File: config.mk
export PLATFORM = sky130hd
export DESIGN_NAME = pwm_pair_gen
export DESIGN_NICKNAME = d
export VERILOG_FILES = /design/src/rtl/pwm_pair_pkg.sv /design/src/rtl/pwm_pair_regs.sv /design/src/rtl/pwm_lane.sv /design/src/rtl/pwm_pair_gen.sv
export SDC_FILE = /design/constraint.sdc
export NUM_CORES = 1
export LEC_CHECK = 0
export ABC_AREA = 1
export BUFFER_PORTS_ARGS = -buffer_cell sky130_fd_sc_hd__buf_2
export CAP_MARGIN = 20
export CORE_MARGIN = 2
export CORE_UTILIZATION = 40
export CTS_CLUSTER_DIAMETER = 150
export DETAILED_ROUTE_END_ITERATION = 10
export PLACE_DENSITY_LB_ADDON = 0.3
export SLEW_MARGIN = 20
export SYNTH_ARGS = -nofsm -noshare
export SYNTH_HDL_FRONTEND = slang
export SYNTH_HIERARCHICAL = 1
export SYNTH_SLANG_ARGS = --single-unit
File: constraint.sdc
create_clock -name clk -period 2.75 [get_ports clk]
set_input_delay 0.55 -clock clk [delete_from_list [all_inputs] [get_ports clk]]
set_output_delay 0.55 -clock clk [all_outputs]
set_load 0.01 [all_outputs]
File: src/rtl/pwm_pair_pkg.sv
package pwm_pair_pkg;
   localparam int NCH    = 2;
   localparam int ADDR_W = 3;

   localparam logic [ADDR_W-1:0] A_CTRL      = 3'd0;
   localparam logic [ADDR_W-1:0] A_JOIN      = 3'd1;
   localparam logic [ADDR_W-1:0] A_PER_BASE  = 3'd2;
   localparam logic [ADDR_W-1:0] A_DUTY_BASE = 3'd4;

   // Control-word field offsets; each field holds one bit per channel.
   localparam int EN_LSB  = 0;
   localparam int POL_LSB = 2;
   localparam int SEL_LSB = 4;
   localparam int CEN_LSB = 6;
   localparam int CTRL_BITS = CEN_LSB + NCH;
endpackage

File: src/rtl/pwm_pair_regs.sv
module pwm_pair_regs
   import pwm_pair_pkg::*;
#(
   parameter int CH_W = 8
) (
   input  logic                          clk,
   input  logic                          rst_n,
   input  logic                          wr_en,
   input  logic [ADDR_W-1:0]             wr_addr,
   input  logic [CH_W-1:0]               wr_data,
   output logic [NCH-1:0]                en_q,
   output logic [NCH-1:0]                pol_q,
   output logic [NCH-1:0]                sel_q,
   output logic [NCH-1:0]                cen_q,
   output logic                          join_q,
   output logic [NCH-1:0][CH_W-1:0]      per_q,
   output logic [NCH-1:0][CH_W-1:0]      duty_q
);
   always_ff @(posedge clk) begin
      if (!rst_n) begin
         en_q   <= '0;
         pol_q  <= '0;
         sel_q  <= '0;
         cen_q  <= '0;
         join_q <= 1'b0;
      end else if (wr_en) begin
         if (wr_addr == A_CTRL) begin
            en_q  <= wr_data[EN_LSB  +: NCH];
            pol_q <= wr_data[POL_LSB +: NCH];
            sel_q <= wr_data[SEL_LSB +: NCH];
            cen_q <= wr_data[CEN_LSB +: NCH];
         end
         if (wr_addr == A_JOIN) join_q <= wr_data[0];
      end
   end

   for (genvar c = 0; c < NCH; c++) begin : g_chan
      always_ff @(posedge clk) begin
         if (!rst_n) begin
            per_q[c]  <= '0;
            duty_q[c] <= '0;
         end else if (wr_en) begin
            if (wr_addr == A_PER_BASE + ADDR_W'(c))  per_q[c]  <= wr_data;
            if (wr_addr == A_DUTY_BASE + ADDR_W'(c)) duty_q[c] <= wr_data;
         end
      end
   end
endmodule

File: src/rtl/pwm_lane.sv
module pwm_lane #(
   parameter int W = 8
) (
   input  logic         clk,
   input  logic         rst_n,
   input  logic         tick,
   input  logic         en,
   input  logic         pol,
   input  logic         center,
   input  logic [W-1:0] per_in,
   input  logic [W-1:0] duty_in,
   output logic         out
);
   localparam logic [W-1:0] ONE = W'(1);

   logic [W-1:0] cnt;
   logic [W-1:0] per_a;
   logic [W-1:0] duty_a;
   logic         down;
   logic         active;

   always_ff @(posedge clk) begin
      if (!rst_n) begin
         cnt    <= '0;
         down   <= 1'b0;
         per_a  <= '0;
         duty_a <= '0;
      end else if (!en) begin
         cnt    <= '0;
         down   <= 1'b0;
         per_a  <= per_in;
         duty_a <= duty_in;
      end else if (tick) begin
         if (per_a == '0) begin
            cnt    <= '0;
            down   <= 1'b0;
            per_a  <= per_in;
            duty_a <= duty_in;
         end else if (!center) begin
            down <= 1'b0;
            if (cnt >= per_a - ONE) begin
               cnt    <= '0;
               per_a  <= per_in;
               duty_a <= duty_in;
            end else begin
               cnt <= cnt + ONE;
            end
         end else if (!down) begin
            cnt <= cnt + ONE;
            if (cnt + ONE >= per_a) down <= 1'b1;
         end else begin
            cnt <= cnt - ONE;
            if (cnt == ONE) begin
               down   <= 1'b0;
               per_a  <= per_in;
               duty_a <= duty_in;
            end
         end
      end
   end

   assign active = (duty_a != '0) && ((cnt < duty_a) || (duty_a >= per_a));
   assign out    = (en && active) ? pol : ~pol;
endmodule

File: src/rtl/pwm_pair_gen.sv
module pwm_pair_gen
   import pwm_pair_pkg::*;
#(
   parameter int CH_W    = 8,
   parameter bit PAIRING = 1'b1
) (
   input  logic              clk,
   input  logic              rst_n,
   input  logic              wr_en,
   input  logic [2:0]        wr_addr,
   input  logic [CH_W-1:0]   wr_data,
   input  logic              tick_a,
   input  logic              tick_b,
   output logic [1:0]        pwm_out
);
   localparam int WIDE_W = 2 * CH_W;

   if (CH_W < CTRL_BITS) begin : g_bad_width
      $error("CH_W must hold the control word");
   end

   logic [NCH-1:0]           en_q, pol_q, sel_q, cen_q;
   logic                     join_q;
   logic [NCH-1:0][CH_W-1:0] per_q, duty_q;
   logic                     join_eff;
   logic [NCH-1:0]           tick_sel;

   pwm_pair_regs #(.CH_W(CH_W)) u_regs (
      .clk(clk), .rst_n(rst_n), .wr_en(wr_en), .wr_addr(wr_addr),
      .wr_data(wr_data), .en_q(en_q), .pol_q(pol_q), .sel_q(sel_q),
      .cen_q(cen_q), .join_q(join_q), .per_q(per_q), .duty_q(duty_q)
   );

   assign join_eff = PAIRING ? join_q : 1'b0;

   for (genvar c = 0; c < NCH; c++) begin : g_tick
      assign tick_sel[c] = sel_q[c] ? tick_b : tick_a;
   end

   pwm_lane #(.W(CH_W)) u_lane_even (
      .clk(clk), .rst_n(rst_n), .tick(tick_sel[0]),
      .en(en_q[0] & ~join_eff), .pol(pol_q[0]), .center(cen_q[0]),
      .per_in(per_q[0]), .duty_in(duty_q[0]), .out(pwm_out[0])
   );

   if (PAIRING) begin : g_wide
      logic [WIDE_W-1:0] per_w, duty_w;
      assign per_w  = join_eff ? {per_q[0], per_q[1]}  : {{CH_W{1'b0}}, per_q[1]};
      assign duty_w = join_eff ? {duty_q[0], duty_q[1]} : {{CH_W{1'b0}}, duty_q[1]};
      pwm_lane #(.W(WIDE_W)) u_lane_odd (
         .clk(clk), .rst_n(rst_n), .tick(tick_sel[1]),
         .en(en_q[1]), .pol(pol_q[1]), .center(cen_q[1]),
         .per_in(per_w), .duty_in(duty_w), .out(pwm_out[1])
      );
   end else begin : g_narrow
      pwm_lane #(.W(CH_W)) u_lane_odd (
         .clk(clk), .rst_n(rst_n), .tick(tick_sel[1]),
         .en(en_q[1]), .pol(pol_q[1]), .center(cen_q[1]),
         .per_in(per_q[1]), .duty_in(duty_q[1]), .out(pwm_out[1])
      );
   end
endmodule

==> flow_summary_export.csv <==
group,metric,value,unit
clock_network,clock_sinks,115,
sta,rsz0062_at_grt,"yes",
die,num_rows,56,
synth,synth_seq_area_share,24.3,%
die,initial_utilization,40.6,%
power_and_ir_drop,p_per_area,460,nW/µm²
place,gp_congestion,0.874,
sta,post-route-period-util,103,%
synth,yosys_warnings,6,
sta,max_slew_margin,43.3,%
synth,synth_area_leaders,"dfxtp_1 (24%), nand2_1 (14%), ha_1 (14%), inv_1 (8.4%), nor2_1 (8.0%)",
routing,vias_per_cell,5.01,
final_layout,fill_cells,2364,
sta,skew,15.2,ps
power_and_ir_drop,p_int,3.61,mW
final_layout,layout_common_cells,"nand2_1 (345), inv_1 (207), nor2_1 (200), nand3_1 (132), a21oi_1 (110)",
final_layout,num_antenna_cells,0,
die,core_region_area,23300,µm²
die,num_io_pins,18,
final_layout,drive_gt1_share,16.0,%
routing,drtPass1Iterations,5,
power_and_ir_drop,p_sw,1.57,mW
worst_setup_path,startpoint,"g_wide.u_lane_odd/per_a[1]",
outcome,failed_checks,"negative setup slack",
final_layout,final_nets,1669,
clock_network,clk_latency,420,ps
clock_network,cts_made_buffers,17,
die,die-area,24900,µm²
clock_network,cts_hold_buf,0,
synth,netlist_instances,1496,
worst_setup_path,criticalPathCategory,"flip-flop to flip-flop",
synth,syn_area,9470,µm²
synth,yosysUniqueCellTypes,37,
routing,route.detailed.drc,0,
routing,vias,9417,
place,io_buffers,17,
routing,antenna_left,0,
worst_setup_path,crit_slowest_cell,"dfxtp_2",
synth,synth_top_area_share,24.3,%
worst_setup_path,slowest_delay,330,ps
run,maxCapViolCount,0,
sta,fin_crit,2830,ps
die,dieHeight,158,µm
grt,grt_pass1_wl,41900,µm
worst_setup_path,r2r-start,"g_wide.u_lane_odd/per_a[1]",
final_layout,multi_input_area,6280,µm²
worst_setup_path,required,3050,ps
outcome,outcome,"finished with violations",
power_and_ir_drop,vdd_drop_max,0.361,mV
place,dpl.hpwl,18700,µm
worst_setup_path,r2r-end,"g_wide.u_lane_odd/duty_a[14]",
synth,synth_seq_cells,115,
worst_setup_path,r2r_cells,21,
place,dp_slack,-171,ps
sta,worst_slack,-84.2,ps
routing,drt_wl_total,26200,µm
final_layout,seqCellArea,2320,µm²
clock_network,root_buffer,"clkbuf_16",
worst_setup_path,endpoint,"g_wide.u_lane_odd/duty_a[14]",
final_layout,area_growth,18.8,%
clock_network,htree_num_levels,4,
sta,fmax,353,MHz
power_and_ir_drop,seq_power_share,34.1,%
power_and_ir_drop,combPwrFrac,19.9,%
power_and_ir_drop,p_leak,5.86,nW
worst_setup_path,crit_chain,"inv_4 -> ha_4 -> nand3_2 -> buf_4 -> nor2_4 -> buf_4 -> nand2_1 -> xor2_1 -> inv_1 -> ha_1 -> nand4_1 -> nor2_1 -> nand2_1 -> nand2_1 -> nand2_2 -> nand2_4 -> buf_12 -> clkbuf_16 -> nand3_1 -> nand2_1 -> nor2_1",
min_path,hold_class,"input port to flip-flop",
clock_network,clk_pin_slew_worst_paths,70,ps
worst_setup_path,start_kind,"flip-flop",
routing,drt-initial-drc-count,628,
sta,tightestPinTransition,848,ps
power_and_ir_drop,p_sw_share,30.4,%
power_and_ir_drop,p_total,5.18,mW
grt,grt_antenna_before_repair,0,
sta,setup_viol,35,
worst_setup_path,cp_max_fo,8,
synth,syn_nets,1615,
worst_setup_path,worstPathArrival,3140,ps
synth,postSynthAreaPerCell,6.33,µm²
grt,grt_pass1_vias,8543,
grt,overflow,0,
grt,grt_max_degree,66,
worst_setup_path,reg2reg_slack,-80,ps
synth,synth_async_sr_flop_share,0,%
sta,finalHoldViolations,0,
worst_setup_path,end_kind,"flip-flop",
final_layout,final_common_cell,"nand2_1",
worst_setup_path,crit_top_cell,"nand2_1",
clock_network,clockBufferDepth,2,
routing,wl_per_cell,13.9,µm
synth,synth_ff_type,"dfxtp_1",
clock_network,cts_tree,"built",
power_and_ir_drop,pwr-share-clk,46.0,%
grt,grt.total_usage,21.0,%
die,die_x,158,µm
sta,finalMaxSlewViolations,0,
synth,synth_edf_count,0,
synth,synth_area_leader_cell,"dfxtp_1",
## critical path, delay by kind of cell, from the launching register on
kind	cells	cell delay, ps
simple gates	12	1090
xor+xnor	1	130
flops	1	330
buf+inv	6	740
fa+ha+maj	2	430
## worst min-delay path by stage
stage / endpoint / slack [ps] / cells past startpoint / startpoint
2_1_floorplan: g_wide.u_lane_odd/duty_a[0] / 450 / 2 / g_wide.u_lane_odd/duty_a[0]
3_3_place_gp: g_wide.u_lane_odd/per_a[1] / 460 / 2 / g_wide.u_lane_odd/per_a[1]
3_5_place_dp: g_wide.u_lane_odd/per_a[1] / 470 / 2 / g_wide.u_lane_odd/per_a[1]
4_1_cts: u_lane_even/per_a[0] / 430 / 3 / rst_n
5_1_grt: u_lane_even/per_a[0] / 450 / 3 / rst_n
6_report: u_lane_even/per_a[0] / 440 / 3 / rst_n
## per-stage QoR
stage | TNS (ps) | cells | util (%) | hold WS [ps] | area, µm²
6_report | -1670 | 1881 | 48.2 | 435 | 11300
5_1_grt | -9690 | 1881 | 48.2 | 446 | 11300
4_1_cts | -2950 | 1876 | 46.9 | 426 | 11000
3_5_place_dp | -6140 | 1833 | 43.1 | 470 | 10100
3_3_place_gp | -1700 | 1833 | 43.1 | 462 | 10100
2_1_floorplan | 0 | 1496 | - | 452 | 9470
## kinds of logic after synthesis
| group | Yosys count | synth area share [%] |
|---|---|---|
| buffers and inverters | 277 | 12.4 |
| xor gates and xnor gates | 36 | 3.33 |
| AOI/OAI and AO/OA | 178 | 9.70 |
| and+or+nand+nor | 787 | 36.6 |
| DFF | 115 | 24.3 |
| adders and majority gates | 103 | 13.6 |
## cell type report
cell class | count | area share [%]
sequential | 115 | 20.7
tap | 319 | 3.55
clock buffer | 18 | 3.90
clock inverter | 13 | 1.56
multi-input combinational | 1104 | 55.8
inverter | 224 | 7.52
timing repair buffer | 88 | 6.99
## metal layers
layer,share of wire (%),vias to the layer above,global-route usage (%)
met5,0,-,0
met4,1.3,0,6.45
met3,4.3,29,3.37
met2,46,229,33.1
met1,48,4273,29.4
li1,-,4886,-
## Yosys cell counts (all sizes together), types with 2 or more instances
cell    number
nor4         3
nand3      161
nand2      365
xnor2        4
xor2        32
nor3        10
nor2       222
o21ai       41
buf         43
o21a         4
inv        223
o211ai       2
ha         103
a31oi        3
a21oi      125
dfxtp      115
a211oi       2
clkbuf      10
nand4       23
## sequential cells by signal, indices dropped and copies added (netlist names)
signal / count
u_lane_even/down: 1
u_lane_even/duty_a: 8
u_lane_even/cnt: 8
g_wide.u_lane_odd/cnt: 16
g_wide.u_lane_odd/down: 1
g_wide.u_lane_odd/duty_a: 16
u_lane_even/per_a: 8
u_regs/duty_q: 16
u_regs/en_q: 2
u_regs/sel_q: 2
g_wide.u_lane_odd/per_a: 16
u_regs/cen_q: 2
u_regs/per_q: 16
u_regs/join_q: 1
u_regs/pol_q: 2
## power groups by stage
stage               combinational (mW)  clock (mW)  sequential (mW)
floorplan                        0.650           0             1.79
global placement                 0.860           0             1.80
detailed placement               0.876           0             1.80
CTS                              0.953        2.42             1.76
global route                      1.15        2.49             1.78
finish                            1.03        2.38             1.77
## repair_timing
item                                    4_1_cts  5_1_grt
endpoints found under the hold margin         0        0
endpoints found under the setup margin       49       67
setup buffers                                10        2
gates resized for setup                      40       51
gates cloned                                  2        3
pin swaps                                    14       31
Note: power is estimated with default switching activity, not from simulation.
